<file path="config.mk">
export PLATFORM = sky130hd
export DESIGN_NAME = xtal_trim_comp
export DESIGN_NICKNAME = d
export VERILOG_FILES = /design/src/rtl/trim_pkg.sv /design/src/rtl/trim_cfg_reg.sv /design/src/rtl/trim_pulse_gate.sv /design/src/rtl/trim_sec_div.sv /design/src/rtl/xtal_trim_comp.sv
export SDC_FILE = /design/constraint.sdc
export NUM_CORES = 1
export LEC_CHECK = 0
export ABC_AREA = 1
export BUFFER_PORTS_ARGS = -buffer_cell sky130_fd_sc_hd__buf_2
export CAP_MARGIN = 15
export CORE_MARGIN = 2
export CORE_UTILIZATION = 40
export CTS_CLUSTER_SIZE = 28
export DETAILED_ROUTE_END_ITERATION = 16
export GPL_TIMING_DRIVEN = 1
export PLACE_DENSITY = 0.54
export SETUP_SLACK_MARGIN = 0.5
export SLEW_MARGIN = 15
export SYNTH_ARGS = -nofsm -noshare
export SYNTH_HDL_FRONTEND = slang
export SYNTH_HIERARCHICAL = 1
export SYNTH_SLANG_ARGS = --single-unit
</file>
<file path="constraint.sdc">
create_clock -name clk -period 4.02 [get_ports clk]
set_input_delay 0.603 -clock clk [delete_from_list [all_inputs] [get_ports clk]]
set_output_delay 0.603 -clock clk [all_outputs]
set_load 0.05 [all_outputs]
</file>
<file path="src/rtl/trim_pkg.sv">
package trim_pkg;
  localparam int CODE_W  = 6;
  localparam int PULSE_W = 8;

  typedef struct packed {
    logic              long_iv;
    logic              remove;
    logic [CODE_W-1:0] code;
  } trim_cfg_t;

  // Number of raw pulses added or removed per interval for a setting.
  function automatic logic [PULSE_W-1:0] trim_pulse_count(input trim_cfg_t c);
    logic [CODE_W-1:0]  inv;
    logic [PULSE_W-1:0] steps;
    inv = ~c.code;
    if (c.code == '0)
      steps = '0;
    else if (c.remove)
      steps = PULSE_W'(inv) + PULSE_W'(1);
    else
      steps = PULSE_W'(c.code) - PULSE_W'(1);
    return steps << 1;
  endfunction
endpackage

</file>
<file path="src/rtl/trim_cfg_reg.sv">
module trim_cfg_reg
  import trim_pkg::*;
(
  input  logic      clk,
  input  logic      rst,
  input  logic      wr_en,
  input  trim_cfg_t wr_cfg,
  input  logic      boundary,
  output trim_cfg_t active,
  output trim_cfg_t next_active,
  output logic      busy
);
  trim_cfg_t shadow;

  always_ff @(posedge clk) begin
    if (rst) begin
      shadow <= '0;
      active <= '0;
      busy   <= 1'b0;
    end else begin
      if (boundary) begin
        if (busy) active <= shadow;
        busy <= 1'b0;
      end
      if (wr_en) begin
        shadow <= wr_cfg;
        busy   <= 1'b1;
      end
    end
  end

  assign next_active = (boundary && busy) ? shadow : active;


  busy_after_write_chk: assert property (@(posedge clk) disable iff (rst)
    wr_en |=> busy);

  busy_fall_at_boundary_chk: assert property (@(posedge clk) disable iff (rst)
    $fell(busy) |-> $past(boundary));

  capture_on_fall_chk: assert property (@(posedge clk) disable iff (rst)
    $fell(busy) |-> (active == $past(shadow)));

  hold_when_idle_chk: assert property (@(posedge clk) disable iff (rst)
    (!$past(busy) && !$past(wr_en)) |-> (active == $past(active)));
endmodule

</file>
<file path="src/rtl/trim_pulse_gate.sv">
module trim_pulse_gate
  import trim_pkg::*;
(
  input  logic      clk,
  input  logic      rst,
  input  logic      raw_en,
  input  logic      boundary,
  input  trim_cfg_t load_cfg,
  output logic      eff_en
);
  logic [PULSE_W-1:0] pend;
  logic               rem_q;
  logic               swallow;
  logic               insert;

  always_comb begin
    swallow = rem_q && (pend != '0) && raw_en;
    insert  = !rem_q && (pend != '0) && !raw_en;
    eff_en  = (raw_en && !swallow) || insert;
  end

  always_ff @(posedge clk) begin
    if (rst) begin
      pend  <= '0;
      rem_q <= 1'b0;
    end else if (boundary) begin
      pend  <= trim_pulse_count(load_cfg);
      rem_q <= load_cfg.remove;
    end else if (swallow || insert) begin
      pend <= pend - PULSE_W'(1);
    end
  end

  // the budget only shrinks within an interval
  pend_monotone_chk: assert property (@(posedge clk) disable iff (rst)
    !$past(boundary) |-> (pend <= $past(pend)));
  // an enable with raw low means budget was spent
  insert_spends_chk: assert property (@(posedge clk) disable iff (rst)
    (eff_en && !raw_en && !boundary) |=> (pend == $past(pend) - PULSE_W'(1)));
endmodule

</file>
<file path="src/rtl/trim_sec_div.sv">
module trim_sec_div #(
  parameter int DIV_PER_SEC = 32768,
  parameter int SHORT_SEC   = 20,
  parameter int LONG_SEC    = 60
) (
  input  logic clk,
  input  logic rst,
  input  logic eff_en,
  input  logic long_iv,
  output logic boundary,
  output logic sec_tick
);
  localparam int SUB_W = (DIV_PER_SEC > 1) ? $clog2(DIV_PER_SEC) : 1;
  localparam int MAX_SEC = (LONG_SEC > SHORT_SEC) ? LONG_SEC : SHORT_SEC;
  localparam int SEC_W = (MAX_SEC > 1) ? $clog2(MAX_SEC) : 1;

  logic [SUB_W-1:0] sub_cnt;
  logic [SEC_W-1:0] sec_cnt;
  logic [SEC_W-1:0] last_sec;
  logic             sec_wrap;

  always_comb begin
    last_sec = long_iv ? SEC_W'(LONG_SEC - 1) : SEC_W'(SHORT_SEC - 1);
    sec_wrap = eff_en && (sub_cnt == SUB_W'(DIV_PER_SEC - 1));
    boundary = sec_wrap && (sec_cnt == last_sec);
  end

  always_ff @(posedge clk) begin
    if (rst) begin
      sub_cnt  <= '0;
      sec_cnt  <= '0;
      sec_tick <= 1'b0;
    end else begin
      sec_tick <= sec_wrap;
      if (eff_en) sub_cnt <= sec_wrap ? '0 : sub_cnt + SUB_W'(1);
      if (sec_wrap) sec_cnt <= (sec_cnt == last_sec) ? '0 : sec_cnt + SEC_W'(1);
    end
  end


  sec_range_chk: assert property (@(posedge clk) disable iff (rst)
    sec_cnt <= SEC_W'(MAX_SEC - 1));

  tick_from_enable_chk: assert property (@(posedge clk) disable iff (rst)
    sec_tick |-> $past(eff_en));

  generate
    if (DIV_PER_SEC > 1) begin : g_single

      tick_single_chk: assert property (@(posedge clk) disable iff (rst)
        sec_tick |=> !sec_tick);
    end
  endgenerate
endmodule

</file>
<file path="src/rtl/xtal_trim_comp.sv">
module xtal_trim_comp
  import trim_pkg::*;
#(
  parameter int DIV_PER_SEC = 32768,
  parameter int SHORT_SEC   = 20,
  parameter int LONG_SEC    = 60
) (
  input  logic       clk,
  input  logic       rst,
  input  logic       raw_en,
  input  logic       cfg_wr,
  input  logic [7:0] cfg_wdata,
  output logic       sec_tick,
  output logic       cfg_busy
);
  trim_cfg_t active_cfg;
  trim_cfg_t next_cfg;
  logic      boundary;
  logic      eff_en;

  trim_cfg_reg u_cfg (
    .clk        (clk),
    .rst        (rst),
    .wr_en      (cfg_wr),
    .wr_cfg     (trim_cfg_t'(cfg_wdata)),
    .boundary   (boundary),
    .active     (active_cfg),
    .next_active(next_cfg),
    .busy       (cfg_busy)
  );

  trim_pulse_gate u_gate (
    .clk     (clk),
    .rst     (rst),
    .raw_en  (raw_en),
    .boundary(boundary),
    .load_cfg(next_cfg),
    .eff_en  (eff_en)
  );

  trim_sec_div #(
    .DIV_PER_SEC(DIV_PER_SEC),
    .SHORT_SEC  (SHORT_SEC),
    .LONG_SEC   (LONG_SEC)
  ) u_div (
    .clk     (clk),
    .rst     (rst),
    .eff_en  (eff_en),
    .long_iv (active_cfg.long_iv),
    .boundary(boundary),
    .sec_tick(sec_tick)
  );
endmodule

</file>
==> results.toml <==
[outcome]
status = "completed"

[drt]
wl_um = 5540
first_iter_violations = 91
drcViolationCount = 0
route.antenna.remaining_nets = 0
wire_per_inst_um = 10.7
routed_via_density = 4.55
dr.pass1.iters = 4
vias = 2368

[clock_tree]
cts_sinks = 48
cts_tree = "built"
cts_hold_buf = 0
cts.clk_slew.worst_paths_ns = 0.09
root_buffer = "clkbuf_8"
cts_buffer_depth = 2
htreeDepth = 2
clk_latency_ns = 0.30
cts-buffers-inserted = 5

[sta]
finalHoldViolations = 0
tns_ns = 0
fin_skew_ns = 0.00619
worst_pin_slew_ns = 0.654
slew_headroom_pct = 56.4
rsz0062_at_grt = "no"
fmax_mhz = 314
finalSetupViolCount = 0
fin_crit_sh_pct = 79.3
finalMaxSlewViolations = 0
min_period_ns = 3.19

[die]
die_area_sq_um = 7700
core_area_sq_um = 6790
fp.dieW_um = 87.8
dieHeight_um = 87.8
fp-row-count = 30
initial_core_util_pct = 41.3
ios = 14

[logic_synthesis]
syn_nets = 426
syn_area_per_cell_sq_um = 6.88
syn_inst = 408
synth_area_sq_um = 2810
yosysWarnings = 6

[global_routing]
grt_pass1_wl_um = 9940
grtUsageTotal_pct = 16.4
first_global_vias = 2193
overflow = 0
grt_max_degree = 29
antenna_found_initial = 0

[worst_setup_path]
slowest_stage = "dfxtp_2"
required_ns = 4.22
cp_top_family = "simple AND/OR/NAND/NOR gates"
cp.arrival_ns = 3.39
worst_setup_path_end_kind = "flop"
worstSetupStartpointType = "flop"
worstPathBufferInverterCount = 9
crit_path_max_fanout = 8
criticalPathCategory = "reg -> reg"
crit_top_cell = "nand3_1"
critPathMaxStageDelay_ns = 0.34

[layout]
utilization_pct = 45.0
syn2layout_area_growth_pct = 8.87
finalNetCount = 441
diodes = 0
drive_gt1_share_pct = 19.3

[place]
portBuffers = 13
hpwl_um = 4210
place_congestion = 0.818

[power_and_ir_drop]
cellLeakagePower_nw = 1.43
powerDensity_nw_per_um2 = 450
vdd_drop_max_mv = 0.151

[min_path]
min_path_type = "reg -> reg"

[flow_run]
maxCapViolations = 0
## registers in the layout, summed over array words and instances, names as in the netlist
name and flops:
u_cfg/shadow 8, u_gate/pend 8, u_div/sub_cnt 15, u_div/sec_cnt 6, u_gate/rem_q 1, u_cfg/active 8
u_cfg/busy 1, u_div/sec_tick 1
## placed cells by master, fill, tap and decap left out, drive strengths merged
cell type	count
o22ai	1
a21boi	1
xor2	8
clkinv	3
nand3b	1
nand2	113
o21ai	17
nand4	4
a21oi	18
a211oi	2
nor3b	1
nor3	6
ha	6
or2	1
buf	16
clkbuf	5
dfxtp	48
o21bai	1
inv	69
nand3	41
xnor2	2
nor2	60
## area by class of cell
class / count / area, sq um
clock buffers: 5 / 68.8
clock inverters: 3 / 18.8
fillers: 712 / 3740
inverters: 69 / 262
multi-input cells: 283 / 1520
flip-flops and latches: 48 / 962
well taps: 96 / 120
repair buffers: 16 / 104
## stage by stage
stage               total power, mW  hold WS, ns  setup slack, ns  area (sq um)  instances
floorplan                     0.992        0.439            0.736          2810        408
global placement               1.11        0.451            0.602          2930        511
detailed placement             1.10        0.455            0.516          2930        511
CTS                            1.39        0.469            0.643          3030        519
global route                   1.49        0.494            0.516          3060        520
finish                         1.38        0.468            0.832          3060        520
## routing by layer
| metal | vias up | wire [um] | GRT usage (%) |
|---|---|---|---|
| met1 | 1036 | 2830 | 21.8 |
| met2 | 27 | 2490 | 26.1 |
| met3 | 2 | 189 | 4.05 |
| met4 | 0 | 31 | 5.17 |
| li1 | 1303 | - | - |
| met5 | - | 0 | 0 |
## repair_timing
action                                  CTS  global route
pin swaps                                 0             1
gates resized for setup                   1             6
cloned                                    0             0
buffers inserted                          0             1
endpoints found under the setup margin    2             7
## tightest hold or removal path, delay by kind of cell, from the launching register on
| family | cells | cell delay, ns |
|---|---|---|
| flip-flops | 1 | 0.32 |
| AND/OR/NAND/NOR | 1 | 0.06 |
| AO/OA/AOI/OAI | 1 | 0.05 |
## final timing paths
kind / slack [ns] / from / to / cells after the start
setup / recovery: 0.83 / u_gate/pend[1] / u_gate/pend[4] / 26
hold / removal: 0.47 / u_cfg/shadow[2] / u_cfg/shadow[2] / 2
setup reg to reg: 0.83 / u_gate/pend[1] / u_gate/pend[4] / 26
hold reg to reg: 0.47 / u_cfg/shadow[2] / u_cfg/shadow[2] / 2
## power by group
part           leakage [nW]  switching, mW  internal (mW)
sequential            0.391         0.0590          0.530
combinational         0.987          0.305          0.195
clock                0.0479          0.166          0.122
(Power assumes the default switching activity.)
